===== src/rtl/vpb_pkg.sv =====
package vpb_pkg;
  typedef enum logic [1:0] {
    OP_SET   = 2'b00,
    OP_CLR   = 2'b01,
    OP_PEEK0 = 2'b10,
    OP_PEEK1 = 2'b11
  } vpb_op_e;

  localparam int unsigned BM_W       = 8;
  localparam int unsigned RSP_W      = 16;
  localparam int unsigned PAGE_SHIFT = 12;
  localparam logic [RSP_W-1:0] RSP_ERR = '1;

  function automatic logic [BM_W-1:0] prio_mask(input logic [2:0] prio);
    prio_mask = 8'h80 >> prio;
  endfunction
endpackage


===== src/rtl/vpb_decode.sv =====
module vpb_decode
  import vpb_pkg::*;
#(
  parameter int unsigned ADDR_W      = 20,
  parameter int unsigned NUM_ENTRIES = 16,
  localparam int unsigned IDX_W      = $clog2(NUM_ENTRIES),
  localparam int unsigned FULL_IDX_W = ADDR_W - PAGE_SHIFT - 1
) (
  input  logic              req_valid,
  input  logic              req_write,
  input  logic [3:0]        req_size,
  input  logic [ADDR_W-1:0] req_addr,
  output logic              acc_ok,
  output logic              is_load,
  output vpb_op_e           op,
  output logic [2:0]        prio,
  output logic [IDX_W-1:0]  idx
);
  logic                  size_ok;
  logic                  even_page;
  logic                  in_range;
  logic [FULL_IDX_W-1:0] full_idx;
  logic [12:0]           unused_addr;

  assign unused_addr = {req_addr[12], req_addr[9:7], req_addr[3:0], 5'd0};

  always_comb begin
    is_load   = req_valid & ~req_write;
    size_ok   = req_write ? (req_size == 4'd1) : (req_size == 4'd2);
    even_page = ~req_addr[PAGE_SHIFT];
    full_idx  = req_addr[ADDR_W-1:PAGE_SHIFT+1];
    in_range  = (32'(full_idx) < NUM_ENTRIES);
    acc_ok    = req_valid & size_ok & even_page & in_range;
    op        = vpb_op_e'(req_addr[11:10]);
    prio      = req_addr[6:4];
    idx       = full_idx[IDX_W-1:0];
  end
endmodule


===== src/rtl/vpb_store.sv =====
module vpb_store
  import vpb_pkg::*;
#(
  parameter int unsigned NUM_ENTRIES = 16,
  localparam int unsigned IDX_W      = $clog2(NUM_ENTRIES)
) (
  input  logic                        clk,
  input  logic                        rst_n,
  input  logic                        upd_en,
  input  logic [IDX_W-1:0]            upd_idx,
  input  logic                        upd_set,
  input  logic [BM_W-1:0]             upd_mask,
  input  logic                        cfg_we,
  input  logic [IDX_W-1:0]            cfg_idx,
  input  logic [BM_W-1:0]             cfg_bitmap,
  input  logic                        cfg_valid,
  output logic [NUM_ENTRIES*BM_W-1:0] bitmap_flat,
  output logic [NUM_ENTRIES-1:0]      valid_vec
);
  for (genvar g = 0; g < NUM_ENTRIES; g++) begin : g_ent
    logic [BM_W-1:0] bm_q, bm_d;
    logic            vld_q, vld_d;
    logic            cfg_hit, upd_hit, en;

    always_comb begin
      cfg_hit = cfg_we & (cfg_idx == IDX_W'(g));
      upd_hit = upd_en & (upd_idx == IDX_W'(g));
      en      = cfg_hit | upd_hit;
      bm_d    = bm_q;
      vld_d   = vld_q;
      if (cfg_hit) begin
        bm_d  = cfg_bitmap;
        vld_d = cfg_valid;
      end else if (upd_hit) begin
        bm_d  = upd_set ? (bm_q | upd_mask) : (bm_q & ~upd_mask);
      end
    end

    always_ff @(posedge clk or negedge rst_n) begin
      if (!rst_n) begin
        bm_q  <= '0;
        vld_q <= 1'b0;
      end else if (en) begin
        bm_q  <= bm_d;
        vld_q <= vld_d;
      end
    end

    assign bitmap_flat[g*BM_W +: BM_W] = bm_q;
    assign valid_vec[g]                = vld_q;
  end
endmodule


===== src/rtl/vp_pend_bitmap.sv =====
module vp_pend_bitmap
  import vpb_pkg::*;
#(
  parameter int unsigned ADDR_W      = 20,
  parameter int unsigned NUM_ENTRIES = 16,
  localparam int unsigned IDX_W      = $clog2(NUM_ENTRIES)
) (
  input  logic              clk,
  input  logic              rst_n,
  input  logic              req_valid,
  input  logic              req_write,
  input  logic [3:0]        req_size,
  input  logic [ADDR_W-1:0] req_addr,
  input  logic [7:0]        req_wdata,
  output logic              rsp_valid,
  output logic [15:0]       rsp_data,
  input  logic              cfg_we,
  input  logic [IDX_W-1:0]  cfg_idx,
  input  logic [7:0]        cfg_bitmap,
  input  logic              cfg_valid
);
  logic                        acc_ok, is_load;
  vpb_op_e                     op;
  logic [2:0]                  prio;
  logic [IDX_W-1:0]            idx;
  logic [NUM_ENTRIES*BM_W-1:0] bitmap_flat;
  logic [NUM_ENTRIES-1:0]      valid_vec;
  logic [BM_W-1:0]             cur_bm, mask;
  logic                        live, upd_en, prior_bit;
  logic                        rsp_valid_q, rsp_valid_d;
  logic [RSP_W-1:0]            rsp_data_q, rsp_data_d;
  logic [7:0]                  unused_wdata;

  assign unused_wdata = req_wdata;

  vpb_decode #(.ADDR_W(ADDR_W), .NUM_ENTRIES(NUM_ENTRIES)) u_dec (
    .req_valid (req_valid),
    .req_write (req_write),
    .req_size  (req_size),
    .req_addr  (req_addr),
    .acc_ok    (acc_ok),
    .is_load   (is_load),
    .op        (op),
    .prio      (prio),
    .idx       (idx)
  );

  always_comb begin
    cur_bm    = bitmap_flat[idx*BM_W +: BM_W];
    mask      = prio_mask(prio);
    live      = acc_ok & valid_vec[idx];
    upd_en    = live & ~op[1];
    prior_bit = |(cur_bm & mask);
  end

  vpb_store #(.NUM_ENTRIES(NUM_ENTRIES)) u_store (
    .clk         (clk),
    .rst_n       (rst_n),
    .upd_en      (upd_en),
    .upd_idx     (idx),
    .upd_set     (op == OP_SET),
    .upd_mask    (mask),
    .cfg_we      (cfg_we),
    .cfg_idx     (cfg_idx),
    .cfg_bitmap  (cfg_bitmap),
    .cfg_valid   (cfg_valid),
    .bitmap_flat (bitmap_flat),
    .valid_vec   (valid_vec)
  );

  always_comb begin
    rsp_valid_d = is_load;
    rsp_data_d  = rsp_data_q;
    if (is_load) begin
      rsp_data_d = live ? RSP_W'(prior_bit) : RSP_ERR;
    end
  end

  always_ff @(posedge clk or negedge rst_n) begin
    if (!rst_n) begin
      rsp_valid_q <= 1'b0;
      rsp_data_q  <= '0;
    end else begin
      rsp_valid_q <= rsp_valid_d;
      if (is_load) rsp_data_q <= rsp_data_d;
    end
  end

  assign rsp_valid = rsp_valid_q;
  assign rsp_data  = rsp_data_q;
endmodule


===== config.mk =====
export PLATFORM = sky130hd
export DESIGN_NAME = vp_pend_bitmap
export DESIGN_NICKNAME = d
export VERILOG_FILES = /design/src/rtl/vpb_pkg.sv /design/src/rtl/vpb_decode.sv /design/src/rtl/vpb_store.sv /design/src/rtl/vp_pend_bitmap.sv
export SDC_FILE = /design/constraint.sdc
export NUM_CORES = 1
export LEC_CHECK = 0
export BUFFER_PORTS_ARGS = -buffer_cell sky130_fd_sc_hd__buf_2
export CAP_MARGIN = 25
export CORE_ASPECT_RATIO = 0.75
export CORE_UTILIZATION = 30
export CTS_CLUSTER_SIZE = 10
export DETAILED_ROUTE_END_ITERATION = 10
export HOLD_SLACK_MARGIN = 0.1
export SETUP_SLACK_MARGIN = 0.5
export SLEW_MARGIN = 20
export SYNTH_ARGS = -nofsm -noshare
export SYNTH_HDL_FRONTEND = slang
export SYNTH_SLANG_ARGS = --single-unit
export TNS_END_PERCENT = 100

===== constraint.sdc =====
create_clock -name clk -period 2.4 [get_ports clk]
set_input_delay 0.24 -clock clk [delete_from_list [all_inputs] [get_ports clk]]
set_output_delay 0.24 -clock clk [all_outputs]
set_load 0.02 [all_outputs]

==> summary.md <==
| Metric | Value |
|---|---|
| Area of the core | roughly 30000 um2 |
| Final total negative setup slack | 0 ns |
| CTS tree | yes |
| Number of hold violations in the final report | 0 |
| Transition time at the pin with the least slew margin | 0.840 ns |
| Leading area contributor after synthesis | sky130_fd_sc_hd__dfrtp_1 |
| Number of distinct standard cells referenced by the synthesized netlist | 44 |
| Total of flip-flops plus latches after synthesis | around 150 |
| Critical Setup Path Class | reg2reg |
| Final weighted congestion of routability-driven global placement | roughly 0.89 |
| Final design area excluding fillers | between 10000 and 15000 um2 |
| Clk slew on worst S/H paths | 0.07 ns |
| Cell area after synthesis | 9220 um2 |
| Residual antenna-violating net count after detailed routing | 0 |
| Part of the cycle the worst path needs | between 80% and 90% |
| Routed vias | roughly 8100 |
| Count of final setup violators | 0 |
| Number of diodes | 0 |
| Post-Layout Cell Count | between 1000 and 1500 |
| Layout overhead on the synthesized area | 22.4% |
| Syn nets | about 1100 |
| Number of input and output port buffers inserted | 51 |
| DR pass1 iterations | 6 |
| Routed wire length | 31400 um |
| Hold wc startpoint | req_valid |
| Clock Skew | around 0.015 ns |
| Total congestion overflow after global routing | 0 |
| F_max | ~0.5 GHz |
| DP Cell Count | approximately 1400 |
| Hold WS | 0.226 ns |
| Floorplan die area | approximately 31000 um2 |
| Largest net degree at the start of global routing | 58 |
| Relative slew margins | between 40 and 50% |
| Die H | between 150 and 200 um |
| Count of flip-flops with a built-in enable after synthesis | 0 |
| Cell types occupying the most area after synthesis | sky130_fd_sc_hd__dfrtp_1 40%, sky130_fd_sc_hd__mux2i_1 12%, sky130_fd_sc_hd__nor2_1 5.4% |
| Worst EP required | roughly 2.7 ns |
| Power density normalized to cell area | between 700 and 800 nW/um2 |
| Final standard cell utilization of the core | between 30% and 40% |
| Number of top-level pins | 67 |
| Initial cell density of the core | 30.5% |
| Register area share after synthesis | around two fifths |
| Top cell type's share of synthesized area | between 30 and 40% |
| Run status | finished clean |
| Average wire length per cell after detail routing | 21.5 um |
| Number of max-slew violations in the final report | 0 |
| Max Cap Violations | 0 |
| Number of buffers added by the clock tree synthesis step | 17 |
| Clock network latency to the later pin of the worst-skew pair | between 0.4 and 0.5 ns |
| Htree depth | 4 |
| Row cnt | 55 |
| Final critical delay including setup and external delays | 2.00 ns |
| Cell at the root of the clock tree | sky130_fd_sc_hd__clkbuf_16 |
| Vias per cell | ~5.6 |
| Most common flop cell mapped by yosys | sky130_fd_sc_hd__dfrtp_1 |
| Yosys synthesis warning count | 0 |
| Number of antenna violations at the first check in global routing | 2 |
| Static Leakage | about 0.0046 uW |
| Highest net fanout along the worst path | 2 |
| Mean Syn Cell Area | about 9 um2 |
| Number of standard cells after synthesis | approximately 1000 |
| Data arrival time at the worst-slack endpoint | about 2.3 ns |
| Vias in the first global route | between 7000 and 8000 |
| Wire length of the first global-routing pass | around 48000 um |
| Worst voltage drop across the vdd grid | approximately 0.0004 V |
| Type of the most critical hold path | in2reg |
| Net count reported at finish | ~1100 |
| Number of buffers between clock root and the deepest sink | 2 |
| DRC violation total after the first TritonRoute iteration | 783 |
| Startpoint kind of the worst setup timing path | flop |
| Share of layout cells above drive strength 1 | between 20% and 30% |
| Overall global routing resource usage | 20.1% |
| Die span in x | a little over 200 um |
| Critical Path End Type | flop |
| Placed Instance Area | about 10000 um2 |
| Clock Sink Count | roughly 150 |
| Number of DRC violations after detailed routing | 0 |
| RSZ-0062 raised after global routing | true |
| Proportion of register bits with asynchronous set or reset after synthesis | 100% |
| HPWL after detailed placement | between 20000 and 25000 um |
-- placed cells by master, fill, tap and decap left out, types with 12 or more instances in the layout --
cell type / netlist / layout
sky130_fd_sc_hd__a21oi_1: 69 / 69
sky130_fd_sc_hd__a31oi_1: 47 / 46
sky130_fd_sc_hd__buf_2: 11 / 49
sky130_fd_sc_hd__buf_4: 16 / 68
sky130_fd_sc_hd__clkbuf_16: 0 / 18
sky130_fd_sc_hd__dfrtp_1: 147 / 147
sky130_fd_sc_hd__mux2_2: 22 / 21
sky130_fd_sc_hd__mux2i_1: 114 / 113
sky130_fd_sc_hd__mux4_2: 19 / 19
sky130_fd_sc_hd__nand2_1: 114 / 98
sky130_fd_sc_hd__nand2_2: 0 / 14
sky130_fd_sc_hd__nand3_1: 31 / 12
sky130_fd_sc_hd__nand3_2: 0 / 18
sky130_fd_sc_hd__nand4_1: 12 / 12
sky130_fd_sc_hd__nor2_1: 132 / 131
sky130_fd_sc_hd__nor4_2: 30 / 18
sky130_fd_sc_hd__nor4_4: 3 / 21
sky130_fd_sc_hd__o21ai_0: 56 / 34
sky130_fd_sc_hd__o21ai_1: 8 / 26
-- per-stage QoR --
step / setup slack, ns / total power [uW]
3_3_place_gp: 0.0560 / 5130
6_report: 0.402 / 8200
5_1_grt: 0.309 / 8560
3_5_place_dp: 0.0182 / 5190
2_1_floorplan: 0.394 / 4560
4_1_cts: 0.370 / 8080
-- cells in the mapped netlist (12+ instances only) --
library cell               number
sky130_fd_sc_hd__clkbuf_1      76
sky130_fd_sc_hd__mux2i_1      114
sky130_fd_sc_hd__nand4_1       12
sky130_fd_sc_hd__nor4_2        30
sky130_fd_sc_hd__dfrtp_1      147
sky130_fd_sc_hd__nand2_1      114
sky130_fd_sc_hd__mux2_2        22
sky130_fd_sc_hd__o21ai_0       56
sky130_fd_sc_hd__nor2_1       132
sky130_fd_sc_hd__nand3_1       31
sky130_fd_sc_hd__a22oi_1       13
sky130_fd_sc_hd__buf_4         16
sky130_fd_sc_hd__a31oi_1       47
sky130_fd_sc_hd__mux4_2        19
sky130_fd_sc_hd__a21oi_1       69
-- where the power goes --
| part | total, uW | switching [uW] | internal (uW) |
|---|---|---|---|
| combinational | 1900 | 1050 | 849 |
| clock | 2890 | 1180 | 1710 |
| sequential | 3420 | 367 | 3050 |
-- metal layers --
metal  up-vias  GRT usage (%)  routed length (um)
li1       3683              -                   -
met1      4009           30.1               14900
met2       371           28.1               13200
met3        30           6.02                3080
met4         4           3.80                 252
met5         -              0                  27
-- worst max-delay path, stage by stage (launching register included) --
cell and delay [ns]:
sky130_fd_sc_hd__dfrtp_1 0.39, sky130_fd_sc_hd__mux4_2 0.48, sky130_fd_sc_hd__a22oi_2 0.24, sky130_fd_sc_hd__a22oi_2 0.15, sky130_fd_sc_hd__nand2_1 0.11, sky130_fd_sc_hd__nand4_1 0.14, sky130_fd_sc_hd__o32a_1 0.37
-- kinds of logic (layout without fill, tap and decap cells) --
family | after synthesis | count (layout) | share of synthesized area, %
AO/OA/AOI/OAI | 205 | 205 | 12.7
buffers and inverters | 117 | 169 | 5.97
flip-flops | 147 | 147 | 39.9
multiplexers | 156 | 156 | 19.8
AND/OR/NAND/NOR | 382 | 382 | 21.6
-- repair_timing --
| item | CTS | global route |
|---|---|---|
| setup endpoints to repair | 87 | 113 |
| hold endpoints to repair | 53 | 0 |
| buffers inserted | 4 | 6 |
| hold buffers | 1 | 0 |
| pin swaps | 2 | 40 |
| cloned | 0 | 1 |
| gates resized for setup | 3 | 101 |
-- cell type report --
type                    instances  area, um2
fillers                      2969      18900
repair buffers                135       1020
multi-input cells             743       5450
clock buffers                  19        453
clock inverters                13        175
flip-flops and latches        147       3680
well taps                     399        499
inverters                       2       7.51
-- worst paths after layout --
| check | to | slack [ns] | cells past startpoint |
|---|---|---|---|
| max | rsp_data[0] | 0.40 | 6 |
| min | rsp_data[14] | 0.23 | 3 |
| max reg2reg | rsp_data[0] | 0.40 | 6 |
| min reg2reg | u_store.g_ent[1].vld_q | 0.51 | 1 |
| max in group asynchronous | u_store.g_ent[6].vld_q | 1.28 | 3 |
| min in group asynchronous | async pin | 0.34 | 2 |
(Power assumes the default switching activity.)
